--- src/rtl/ca_pkg.sv ---
package ca_pkg;
  localparam int NBR_W  = 3;
  localparam int RULE_W = 1 << NBR_W;

  typedef logic [RULE_W-1:0] rule_t;

  // What the array does at the coming clock edge.
  typedef enum logic [1:0] {
    ACT_HOLD = 2'd0,
    ACT_SEED = 2'd1,
    ACT_RULE = 2'd2,
    ACT_STEP = 2'd3
  } ca_act_e;

  function automatic logic rule_pick(input rule_t r, input logic l,
                                     input logic s, input logic rt);
    logic [NBR_W-1:0] idx;
    idx = {l, s, rt};
    return r[idx];
  endfunction
endpackage

--- src/rtl/ca_rule_reg.sv ---
module ca_rule_reg
  import ca_pkg::*;
(
  input  logic  clk,
  input  logic  rst,
  input  logic  we,
  input  rule_t din,
  output rule_t rule
);
  always_ff @(posedge clk) begin
    if (rst)     rule <= '0;
    else if (we) rule <= din;
  end

  // written value is visible on the next cycle
  p_rule_write_r7: assert property (@(posedge clk) disable iff (rst)
    we |=> rule == $past(din));
endmodule

--- src/rtl/ca_cell.sv ---
module ca_cell
  import ca_pkg::*;
(
  input  logic    clk,
  input  logic    rst,
  input  ca_act_e act,
  input  rule_t   rule,
  input  logic    seed_bit,
  input  logic    left,
  input  logic    right,
  output logic    q,
  output logic    nxt
);
  always_comb nxt = rule_pick(rule, left, q, right);

  always_ff @(posedge clk) begin
    if (rst)                 q <= 1'b0;
    else if (act == ACT_SEED) q <= seed_bit;
    else if (act == ACT_STEP) q <= nxt;
  end
endmodule

--- src/rtl/ca_cell_array.sv ---
module ca_cell_array
  import ca_pkg::*;
#(
  parameter int N_CELLS = 56
) (
  input  logic               clk,
  input  logic               rst,
  input  ca_act_e            act,
  input  rule_t              rule,
  input  logic [N_CELLS-1:0] seed,
  output logic [N_CELLS-1:0] state,
  output logic [N_CELLS-1:0] nxt
);
  localparam int LAST = N_CELLS - 1;

  for (genvar i = 0; i < N_CELLS; i++) begin : g_cell
    localparam int LI = (i == 0)    ? LAST : i - 1;
    localparam int RI = (i == LAST) ? 0    : i + 1;
    ca_cell u_cell (
      .clk      (clk),
      .rst      (rst),
      .act      (act),
      .rule     (rule),
      .seed_bit (seed[i]),
      .left     (state[LI]),
      .right    (state[RI]),
      .q        (state[i]),
      .nxt      (nxt[i])
    );
  end

  // no step and no seed means every cell keeps its value
  p_hold_r5: assert property (@(posedge clk) disable iff (rst)
    (act == ACT_HOLD || act == ACT_RULE) |=> $stable(state));

  // a seed load lands in one cycle
  p_seed_r2: assert property (@(posedge clk) disable iff (rst)
    (act == ACT_SEED) |=> state == $past(seed));

  // cell 0 reads cell LAST as its left neighbour
  p_wrap_low_r4: assert property (@(posedge clk) disable iff (rst)
    (act == ACT_STEP) |=>
      state[0] == $past(rule[{state[LAST], state[0], state[1]}]));

  // cell LAST reads cell 0 as its right neighbour
  p_wrap_high_r4: assert property (@(posedge clk) disable iff (rst)
    (act == ACT_STEP) |=>
      state[LAST] == $past(rule[{state[LAST-1], state[LAST], state[0]}]));
endmodule

--- src/rtl/ca_sync_detect.sv ---
module ca_sync_detect
  import ca_pkg::*;
#(
  parameter int N_CELLS = 56
) (
  input  logic               clk,
  input  logic               rst,
  input  ca_act_e            act,
  input  logic [N_CELLS-1:0] cur,
  input  logic [N_CELLS-1:0] nxt,
  output logic               flag
);
  logic cur_uniform, nxt_uniform, flipped;

  always_comb begin
    cur_uniform = (&cur) | ~(|cur);
    nxt_uniform = (&nxt) | ~(|nxt);
    flipped     = cur[0] ^ nxt[0];
  end

  always_ff @(posedge clk) begin
    if (rst) flag <= 1'b0;
    else begin
      case (act)
        ACT_STEP:           flag <= cur_uniform & nxt_uniform & flipped;
        ACT_SEED, ACT_RULE: flag <= 1'b0;
        default:            flag <= flag;
      endcase
    end
  end

  // a raised flag always sees a uniform array
  p_sync_uniform_r8: assert property (@(posedge clk) disable iff (rst)
    flag |-> ((&cur) || !(|cur)));

  // the flag only rises on a step that changed the array
  p_sync_rise_r8: assert property (@(posedge clk) disable iff (rst)
    $rose(flag) |-> cur != $past(cur));

  // loads clear the flag
  p_sync_clear_r9: assert property (@(posedge clk) disable iff (rst)
    (act == ACT_SEED || act == ACT_RULE) |=> !flag);
endmodule

--- src/rtl/ca_ring.sv ---
module ca_ring
  import ca_pkg::*;
#(
  parameter int N_CELLS = 56
) (
  input  logic               clk,
  input  logic               rst,
  input  logic               rule_we,
  input  logic [7:0]         rule_in,
  input  logic               seed_we,
  input  logic [N_CELLS-1:0] seed_in,
  input  logic               step_en,
  output logic [N_CELLS-1:0] state_out,
  output logic               sync_flag
);
  ca_act_e            act;
  rule_t              rule;
  logic [N_CELLS-1:0] nxt;

  // Loads win over stepping; a seed load outranks a rule-only cycle.
  always_comb begin
    if (seed_we)      act = ACT_SEED;
    else if (rule_we) act = ACT_RULE;
    else if (step_en) act = ACT_STEP;
    else              act = ACT_HOLD;
  end

  ca_rule_reg u_rule (
    .clk  (clk),
    .rst  (rst),
    .we   (rule_we),
    .din  (rule_in),
    .rule (rule)
  );

  ca_cell_array #(.N_CELLS(N_CELLS)) u_array (
    .clk   (clk),
    .rst   (rst),
    .act   (act),
    .rule  (rule),
    .seed  (seed_in),
    .state (state_out),
    .nxt   (nxt)
  );

  ca_sync_detect #(.N_CELLS(N_CELLS)) u_sync (
    .clk  (clk),
    .rst  (rst),
    .act  (act),
    .cur  (state_out),
    .nxt  (nxt),
    .flag (sync_flag)
  );

  // a rule write blocks a requested step
  p_rule_blocks_step_r6: assert property (@(posedge clk) disable iff (rst)
    (rule_we && !seed_we && step_en) |=> $stable(state_out));

  // first cycle out of reset is clean
  p_reset_r1: assert property (@(posedge clk)
    rst |=> (state_out == '0 && !sync_flag));
endmodule

--- config.mk ---
export PLATFORM = sky130hd
export DESIGN_NAME = ca_ring
export DESIGN_NICKNAME = d
export VERILOG_FILES = /design/src/rtl/ca_pkg.sv /design/src/rtl/ca_rule_reg.sv /design/src/rtl/ca_cell.sv /design/src/rtl/ca_cell_array.sv /design/src/rtl/ca_sync_detect.sv /design/src/rtl/ca_ring.sv
export SDC_FILE = /design/constraint.sdc
export NUM_CORES = 1
export LEC_CHECK = 0
export BUFFER_PORTS_ARGS = -buffer_cell sky130_fd_sc_hd__buf_2
export CORE_MARGIN = 8
export CORE_UTILIZATION = 38
export DETAILED_ROUTE_END_ITERATION = 10
export GPL_TIMING_DRIVEN = 0
export PLACE_DENSITY = 0.58
export SYNTH_ARGS = -nofsm -noshare
export SYNTH_HDL_FRONTEND = slang
export SYNTH_HIERARCHICAL = 1
export SYNTH_SLANG_ARGS = --single-unit
export TNS_END_PERCENT = 10
--- constraint.sdc ---
create_clock -name clk -period 11.5 [get_ports clk]
set_input_delay 1.725 -clock clk [delete_from_list [all_inputs] [get_ports clk]]
set_output_delay 1.725 -clock clk [all_outputs]
set_load 0.005 [all_outputs]
Word-level counts from Yosys, hierarchy flattened --
Index checks and enable logic that the tools add are counted. Widths: inputs -> output; s select.
Storage, ports and cells: register bits 65, input bits 69
Cells by class: magnitude comparators 56, equal/unequal tests 3, muxes and demuxes 228, bitwise operators 7, reductions and logical operators 7
Operators with widths (number):
- $lt 3x4->1 const B | 56
- $bmux 1 s3 | 56
- $mux 1 | 168
- $reduce_and 56->1 | 2
- $reduce_or 56->1 | 2
- $mux 2 | 3
- $eq 2x2->1 const B | 2
- $reduce_bool 2->1 | 2
- $and 1x1->1 | 2
- $eq 2x1->1 const B | 1
- $not 1->1 | 2
- $or 1x1->1 | 2
- $pmux 1 s2 | 1
- $reduce_or 2->1 | 1
- $xor 1x1->1 | 1

Logic depth before layout (Yosys ltp) --
Gate-level depths: netlist of run 1.
depth after elaboration 8, depth in mapped cells 9, depth with buffers taken out 8

Modules after synthesis --
The synthesis of run 1 kept the hierarchy.
By module, submodules not included:
- ca_cell | times used 56, cells each 12, area an instance 127.6 µm², sequential area each 20.0 µm²
- ca_sync_detect | times used 1, cells each 85, area an instance 598.1 µm², sequential area each 20.0 µm²
- ca_rule_reg | times used 1, cells each 26, area an instance 285.3 µm², sequential area each 160.2 µm²
- ca_ring | times used 1, cells each 4, area an instance 18.8 µm², sequential area each 0.0 µm²

Worst setup path before layout of run 1 --
OpenSTA, ideal clock, no wires.
kind input to register, start in step_en, end reg u_sync.flag, library setup time 69 ps, data arrival time 6166 ps, slack 5265 ps, cell stages on the path 7, path buffers 0, path through nor2_1 > nor2_1 > inv_1 > ha_1 > nor4_4 > o221ai_1 > o21ai_1
On the way: word-level cells in the longest chain between the ends 6
Ends and longest elaborated chain:
- start: declaration | line ca_ring.sv:12 | input logic step_en,
- $mux 2 (*) | line ca_ring.sv:24 | else if (step_en) act = ACT_STEP;
- $mux 2 (*) | line ca_ring.sv:23 | else if (rule_we) act = ACT_RULE;
- $mux 2 (*) | line ca_ring.sv:22 | if (seed_we) act = ACT_SEED;
- via act[1] | line ca_ring.sv:16 | ca_act_e act;
- $eq 2x1->1 or $eq 2x2->1 (tied branches) | line ca_sync_detect.sv:24 | case (act)
- $reduce_or 2->1 | line ca_sync_detect.sv:24
- $pmux 1 s2 or $reduce_bool 2->1 (tied branches)
- end signal: assignment | line ca_sync_detect.sv:25 | ACT_STEP: flag <= cur_uniform & nxt_uniform & flipped;
- end signal: assignment | line ca_sync_detect.sv:27 | default: flag <= flag;
- end: declaration | line ca_sync_detect.sv:11 | output logic flag
Mark *: on every way through the listed nets, which the timed path passes. The rest lies on a longest branch. A chain may end at the register's enable or synchronous reset.

Worst setup path after layout of run 1 --
start in rule_we, end reg u_sync.flag
On the way: word-level cells in the longest chain between the ends 5
Ends and longest elaborated chain:
- start: declaration | line ca_ring.sv:8 | input logic rule_we,
- $mux 2 (*) | line ca_ring.sv:23
- $mux 2 (*) | line ca_ring.sv:22
- via act[0] | line ca_ring.sv:16
- $eq 2x1->1 or $eq 2x2->1 (tied branches) | line ca_sync_detect.sv:24
- $reduce_or 2->1 | line ca_sync_detect.sv:24
- $pmux 1 s2 or $reduce_bool 2->1 (tied branches)
Marks and branches as above.

==> results.py, run 1 <==
metrics = {
    "run_status": {
        "status": "finished, final reports clean",
    },
    "sta": {
        "finalSetupTns_ps": 0,
        "slew_headroom": 0.383,
        "worst_pin_slew_ps": 923,
        "min_period_ps": 3470,
        "fin_worst_skew_ps": 4.29,
        "setup_violations": 0,
        "postLayoutSetupSlackWorst_ps": 8030,
        "finalHoldViolCount": 0,
        "timing.final.max_slew_violations": 0,
        "fmax_mhz": 288,
        "rsz_0062_raised_after_global_routing": "false",
        "min_period_over_period": 0.302,
    },
    "detailed_routing": {
        "detailed_router_iteration_count_before_antenna_repair": 4,
        "drt_first_iter_violations": 468,
        "vias_per_instance": 5.74,
        "post_drt_wl_per_cell_um": 20.2,
        "ant_nets": 0,
        "route.vias.total": 6984,
        "drc_markers": 0,
        "drt-total-wl_um": 24600,
    },
    "critical_path": {
        "timing.critical_path.cells": "buf_2, inv_1, a21o_4, buf_12, buf_16, inv_1, ha_1, nor4_4, o221ai_1, o21ai_1",
        "timing.critical_path.fanout_max": 45,
        "critical_path.startpoint_type": "input port",
        "critPathMostFrequentCell": "sky130_fd_sc_hd__inv_1",
        "regToRegStartpoint": "u_rule/rule[2]$_SDFFE_PP0P_",
        "critical_path_arrival_ps": 3760,
        "critPathKind": "in -> reg",
        "worst_r2r_endpoint": "u_sync/flag$_SDFFE_PP0P_",
        "worst-path-buf-inv": 5,
        "reg2reg_depth": 9,
        "worst_path_largest_cell_delay_ps": 420,
        "critPathRequiredTime_ps": 11790,
        "critPathSlowestCell": "sky130_fd_sc_hd__a21o_4",
        "worst_reg2reg_setup_slack_ps": 8610,
        "worst_path_dominant_cell_family": "buffers and inverters",
        "worst_setup_path_end_kind": "flop",
    },
    "logic_synthesis": {
        "synth_seq_cells": 65,
        "postSynthCellCount": 787,
        "syn-cell-area_mm2": 0.00805,
        "post_synth_num_cell_types": 23,
        "post_syn_area_per_cell_um2": 10.2,
        "synth-seq-area-share": 0.162,
        "mappedNetlistNets": 857,
        "synthesis.yosys.warnings": 6,
    },
    "clock_network": {
        "tritoncts_num_sinks": 65,
        "tritoncts.num_buffers": 9,
        "cts-htree-levels": 3,
        "cts.repair.resized": 0,
        "cts_setup_buffers": 0,
        "hold_buffers": 0,
        "clock_network_latency_to_the_later_pin_of_the_worst_skew_pair_ps": 350,
        "maximum_clock_insertion_buffer_count": 2,
        "tritoncts": "done",
        "clk_pin_slew_ps": 60,
        "cts-root-buf": "sky130_fd_sc_hd__clkbuf_16",
    },
    "placed_design": {
        "routabilityCongestion": 0.773,
        "port_buffers": 125,
        "preCtsSetupSlack_ps": 7620,
        "place.detailed.hpwl_um": 16700,
        "placedCellCount": 1200,
    },
    "floorplan": {
        "die_height_um": 162,
        "core_region_area_mm2": 0.0209,
        "die_x_um": 162,
        "start_util": 0.385,
        "fp.dieArea_mm2": 0.0261,
        "floorplan.io_pins": 126,
        "floorplan.rows": 53,
    },
    "global_route": {
        "use_met1": 0.262,
        "maximum_number_of_pins_on_one_net_before_global_route_repair": 60,
        "grt.busiest_layer": "met2",
        "wire_length_of_the_first_global_routing_pass_um": 39900,
        "grt_usage": 0.188,
        "first_global_vias": 7111,
        "groute.layer.met2.usage": 0.290,
        "antenna_violations_before_repair": 1,
        "total_gr_overflow": 0,
        "grt_use_met3": 0.0400,
    },
    "power": {
        "vdd_drop_max_mv": 0.0927,
        "power.static_leakage_nw": 3.73,
        "finalPower_uw": 952,
        "pwr_density_mw_per_mm2": 98.6,
    },
    "layout": {
        "nFillCells": 2047,
        "flow.area_growth_from_synthesis_pct": 19.9,
        "fraction_of_final_layout_cells_with_drive_strength_greater_than_1": 0.362,
        "antennaDiodeCount": 0,
        "fin_util": 0.462,
        "nNetsFinal": 1006,
        "final_instance_count_without_filler_cells": 1216,
    },
    "min_path": {
        "min_from": "u_sync/flag$_SDFFE_PP0P_",
        "worst_hold_path.endpoint": "u_sync/flag$_SDFFE_PP0P_",
        "holdCritPathClass": "reg -> reg",
        "min_path_cells": 2,
    },
    "job": {
        "max_cap_viol_count": 0,
    },
}
## how the worst max path moves through the flow
stage | from | to | slack (ps) | cells after the start
after global placement | rule_we | u_array/g_cell[51].u_cell/q$_SDFFE_PP0P_ | 2500 | 6
after floorplan | step_en | u_sync/flag$_SDFFE_PP0P_ | 5270 | 7
final | rule_we | u_sync/flag$_SDFFE_PP0P_ | 8030 | 10
after detailed placement | rule_we | u_sync/flag$_SDFFE_PP0P_ | 7620 | 10
after global routing | rule_we | u_sync/flag$_SDFFE_PP0P_ | 7780 | 10
after CTS | rule_we | u_sync/flag$_SDFFE_PP0P_ | 8010 | 10
## worst register-to-register path, delay by kind of cell, from the launching register on
kind,cells,cell delay [ps]
muxes,2,610
AOI/OAI and AO/OA,2,210
and+or+nand+nor,3,850
buffers and inverters,2,380
DFF,1,780
## flip-flops by register name, summed over array words and instances, names as in the netlist
signal / cells
u_array/g_cell.u_cell/q: 56
u_rule/rule: 8
u_sync/flag: 1
## power breakdown
| group | total, mW | leakage [nW] | switching (mW) | internal, mW |
|---|---|---|---|---|
| Sequential | 0.299 | 0.538 | 0.0555 | 0.243 |
| Clock | 0.317 | 0.162 | 0.116 | 0.201 |
| Combinational | 0.337 | 3.03 | 0.162 | 0.175 |
| Total | 0.952 | 3.73 | 0.333 | 0.619 |
## stage by stage
step           hold WS [ps]  area [um2]
6_report                452        9650
2_1_floorplan           445        8050
3_5_place_dp            443        9320
4_1_cts                 454        9650
3_3_place_gp            438        9020
5_1_grt                 511        9650
## cell families after synthesis
| logic type | after synthesis | synth area share |
|---|---|---|
| adder cells (fa/ha/maj) | 1 | 0.00155 |
| flip-flops | 65 | 0.162 |
| buffers and inverters | 117 | 0.0642 |
| XOR/XNOR | 1 | 0.00109 |
| AO/OA/AOI/OAI | 59 | 0.0897 |
| AND/OR/NAND/NOR | 200 | 0.167 |
| multiplexers | 344 | 0.515 |
## layer usage
layer	vias up	routed length, um
li1	3354	-
met1	3449	12000
met2	151	11100
met3	28	1140
met4	2	352
met5	-	12
## layout by cell type (no fill, tap or decap), types with 2 or more instances in the layout
| master | netlist | layout |
|---|---|---|
| sky130_fd_sc_hd__inv_1 | 59 | 59 |
| sky130_fd_sc_hd__nand4_1 | 34 | 34 |
| sky130_fd_sc_hd__nor4_2 | 6 | 6 |
| sky130_fd_sc_hd__nor2_1 | 12 | 11 |
| sky130_fd_sc_hd__clkbuf_16 | 0 | 9 |
| sky130_fd_sc_hd__clkinv_2 | 0 | 2 |
| sky130_fd_sc_hd__o22ai_2 | 56 | 56 |
| sky130_fd_sc_hd__nand2_1 | 2 | 2 |
| sky130_fd_sc_hd__nor4_1 | 30 | 30 |
| sky130_fd_sc_hd__and4_1 | 2 | 2 |
| sky130_fd_sc_hd__nand3b_1 | 56 | 56 |
| sky130_fd_sc_hd__mux2i_1 | 288 | 288 |
| sky130_fd_sc_hd__mux4_2 | 56 | 56 |
| sky130_fd_sc_hd__clkbuf_2 | 56 | 56 |
| sky130_fd_sc_hd__dfxtp_2 | 0 | 8 |
| sky130_fd_sc_hd__buf_12 | 0 | 11 |
| sky130_fd_sc_hd__bufinv_16 | 0 | 2 |
| sky130_fd_sc_hd__clkbuf_8 | 0 | 2 |
| sky130_fd_sc_hd__buf_16 | 0 | 2 |
| sky130_fd_sc_hd__nor2b_1 | 56 | 56 |
| sky130_fd_sc_hd__buf_2 | 0 | 124 |
| sky130_fd_sc_hd__dfxtp_1 | 65 | 57 |
## cell usage after synthesis, drive strengths merged
master	number	area, um2
o221ai	1	8.76
dfxtp	65	1300
and4	2	17.5
xnor2	1	8.76
mux2i	288	2880
mux4	56	1260
nand2	3	13.8
ha	1	12.5
nand3b	56	420
o21ai	1	5.00
nor2b	56	350
nor4	37	284
inv	59	221
o22ai	56	701
a21o	1	7.51
nor2	12	45.0
buf	2	15.0
clkbuf	56	280
nand4	34	213
## layout make-up
class	count	area, um2	share of cell area
repair buffers	138	903	0.0936
flip-flops and latches	65	1310	0.136
multi-input cells	605	6250	0.647
well taps	275	344	0.0356
clock inverters	5	77.6	0.00804
inverters	59	221	0.0229
clock buffers	11	253	0.0262
plain buffers	58	295	0.0306
No activity file was read; power rests on OpenSTA's default activity.
==> run 2: changes to the inputs <==
Clock period 11.5 ns to 3.2 ns, I/O delays scaled along.
==> results.py, run 2 (same netlist as run 1, synthesis figures left out) <==
metrics = {
    "layout": {
        "antennaDiodeCount": 0,
        "most-common-layout-cells": "288 x sky130_fd_sc_hd__mux2i_1, 124 x sky130_fd_sc_hd__buf_2, 59 x sky130_fd_sc_hd__inv_1, 57 x sky130_fd_sc_hd__dfxtp_1",
        "nNetsFinal": 1007,
        "final_common_cell": "sky130_fd_sc_hd__mux2i_1",
        "largest_register_ffs": 56,
        "flow.area_growth_from_synthesis_pct": 19.3,
        "ff_latch_area_mm2": 0.00131,
        "fraction_of_final_layout_cells_with_drive_strength_greater_than_1": 0.359,
        "reg.largest.list": "u_array/g_cell.u_cell/q: 56 flops, u_rule/rule: 8 flops, u_sync/flag: 1 flops",
        "nFillCells": 2043,
        "top_register": "u_array/g_cell.u_cell/q",
        "multiInputGateArea_mm2": 0.00625,
        "fin_util": 0.460,
    },
    "critical_path": {
        "worst_setup_path_end_kind": "flop",
        "worst_reg2reg_setup_slack_ps": 260,
        "reg2reg_depth": 9,
        "regToRegStartpoint": "u_rule/rule[5]$_SDFFE_PP0P_",
        "critical_path.startpoint_type": "flop",
        "timing.critical_path.fanout_max": 29,
        "worst_r2r_endpoint": "u_sync/flag$_SDFFE_PP0P_",
        "critPathKind": "reg -> reg",
        "critPathRequiredTime_ps": 3470,
        "critical_path_arrival_ps": 3210,
    },
    "power": {
        "pwr_density_mw_per_mm2": 333,
        "proportion_of_total_power_due_to_net_switching": 0.362,
        "clock_power_share": 0.283,
        "internal_power_mw": 2.04,
        "p_sw_mw": 1.16,
        "combinationalPowerShare": 0.381,
        "vdd_drop_max_mv": 0.254,
        "power.static_leakage_nw": 3.71,
        "power.share.sequential": 0.336,
    },
    "detailed_routing": {
        "route.vias.total": 7077,
        "vias_per_instance": 5.83,
        "detailed_router_iteration_count_before_antenna_repair": 5,
        "post_drt_wl_per_cell_um": 20.3,
        "ant_nets": 0,
        "drt_first_iter_violations": 470,
        "met3_length_um": 1320,
        "drt-total-wl_um": 24600,
        "detail_route.wirelength.met1_um": 11900,
        "drc_markers": 0,
        "met2RoutedLength_um": 11300,
        "top_layer_used": "met4",
    },
    "global_route": {
        "grt_usage": 0.182,
        "first_global_vias": 6749,
        "antenna_violations_before_repair": 0,
        "total_gr_overflow": 0,
        "maximum_number_of_pins_on_one_net_before_global_route_repair": 61,
        "wire_length_of_the_first_global_routing_pass_um": 38700,
    },
    "placed_design": {
        "preCtsSetupSlack_ps": 262,
        "place.detailed.hpwl_um": 16700,
        "port_buffers": 125,
        "routabilityCongestion": 0.772,
    },
    "sta": {
        "fin_worst_skew_ps": 6.11,
        "worst_pin_slew_ps": 718,
        "postLayoutSetupSlackWorst_ps": 262,
        "setup_violations": 0,
        "min_period_over_period": 0.918,
        "min_period_ps": 2940,
        "finalHoldViolCount": 0,
        "timing.final.max_slew_violations": 0,
        "rsz_0062_raised_after_global_routing": "false",
        "fmax_mhz": 340,
        "slew_headroom": 0.521,
    },
    "floorplan": {
        "core_region_area_mm2": 0.0209,
        "die_x_um": 162,
        "start_util": 0.385,
        "fp.dieArea_mm2": 0.0261,
        "floorplan.io_pins": 126,
        "die_height_um": 162,
        "floorplan.rows": 53,
    },
    "min_path": {
        "worst_hold_path.endpoint": "u_rule/rule[1]$_SDFFE_PP0P_",
        "min_path_cells": 3,
        "holdCritPathClass": "in -> reg",
        "min_from": "rule_in[1]",
    },
    "clock_network": {
        "hold_buffers": 0,
        "cts-htree-levels": 3,
        "clock_network_latency_to_the_later_pin_of_the_worst_skew_pair_ps": 350,
        "cts.repair.resized": 0,
        "cts-root-buf": "sky130_fd_sc_hd__clkbuf_16",
        "tritoncts.num_buffers": 9,
        "tritoncts": "done",
        "tritoncts_num_sinks": 65,
        "cts_setup_buffers": 0,
        "clk_pin_slew_ps": 50,
        "maximum_clock_insertion_buffer_count": 2,
    },
    "run_status": {
        "status": "finished, final reports clean",
    },
    "job": {
        "max_cap_viol_count": 0,
    },
}
==> run 2: cell count changes in the layout (fill, tap and decap cells not counted), sizes merged <==
cell / before / now
buf: 140 / 141
bufinv: 2 / 0
clkbuf: 67 / 68
clkinv: 2 / 1
clkinvlp: 1 / 0
==> run 2: cell type report <==
class / instances / share of cell area
multi-input cells: 605 / 0.651
flip-flops and latches: 65 / 0.137
repair buffers: 139 / 0.0970
well taps: 275 / 0.0358
plain buffers: 58 / 0.0308
clock buffers: 12 / 0.0257
inverters: 59 / 0.0231
clock inverters: 1 / 0.000521
==> run 2: critical path: stages, from the launching register on <==
cell and delay (ps):
sky130_fd_sc_hd__dfxtp_2 770, sky130_fd_sc_hd__buf_12 270, sky130_fd_sc_hd__mux2i_1 100, sky130_fd_sc_hd__mux4_2 520, sky130_fd_sc_hd__inv_1 100, sky130_fd_sc_hd__nand4_1 90, sky130_fd_sc_hd__nor4_1 520, sky130_fd_sc_hd__and4_1 270
sky130_fd_sc_hd__o221ai_1 120, sky130_fd_sc_hd__o21ai_1 90
==> run 2: per-stage QoR <==
stage          TNS, ps  cell area (um2)  total power [mW]  instances  hold WS (ps)
6_report             0             9600              3.20       1214           376
5_1_grt              0             9600              3.36       1214           378
4_1_cts              0             9600              3.23       1214           363
3_5_place_dp         0             9350              2.31       1201           448
3_3_place_gp    -11980             9030              2.26       1187           440
2_1_floorplan        0             8060              1.90        787           445
==> run 2: per-layer routing <==
layer	up-vias	track usage
met5	-	0
met4	0	0.0332
met3	13	0.0402
met2	181	0.283
met1	3519	0.256
li1	3364	-
==> run 2: how the worst max path moves through the flow <==
stage                                     start                        to  slack [ps]  cells after the start
floorplan                               rule_we  u_sync/flag$_SDFFE_PP0P_         260                      7
global placement    u_rule/rule[7]$_SDFFE_PP0P_  u_sync/flag$_SDFFE_PP0P_        -780                      8
detailed placement  u_rule/rule[5]$_SDFFE_PP0P_  u_sync/flag$_SDFFE_PP0P_         260                      9
CTS                 u_rule/rule[5]$_SDFFE_PP0P_  u_sync/flag$_SDFFE_PP0P_         240                      9
global route        u_rule/rule[5]$_SDFFE_PP0P_  u_sync/flag$_SDFFE_PP0P_         170                      9
finish              u_rule/rule[5]$_SDFFE_PP0P_  u_sync/flag$_SDFFE_PP0P_         260                      9
==> run 2: power groups by stage <==
stage,clock network (mW),registers (mW),logic (mW)
after floorplan,0,1.05,0.852
after global placement,0,1.15,1.11
after detailed placement,0,1.09,1.21
after CTS,0.935,1.08,1.22
after global routing,0.957,1.09,1.31
final,0.905,1.07,1.22
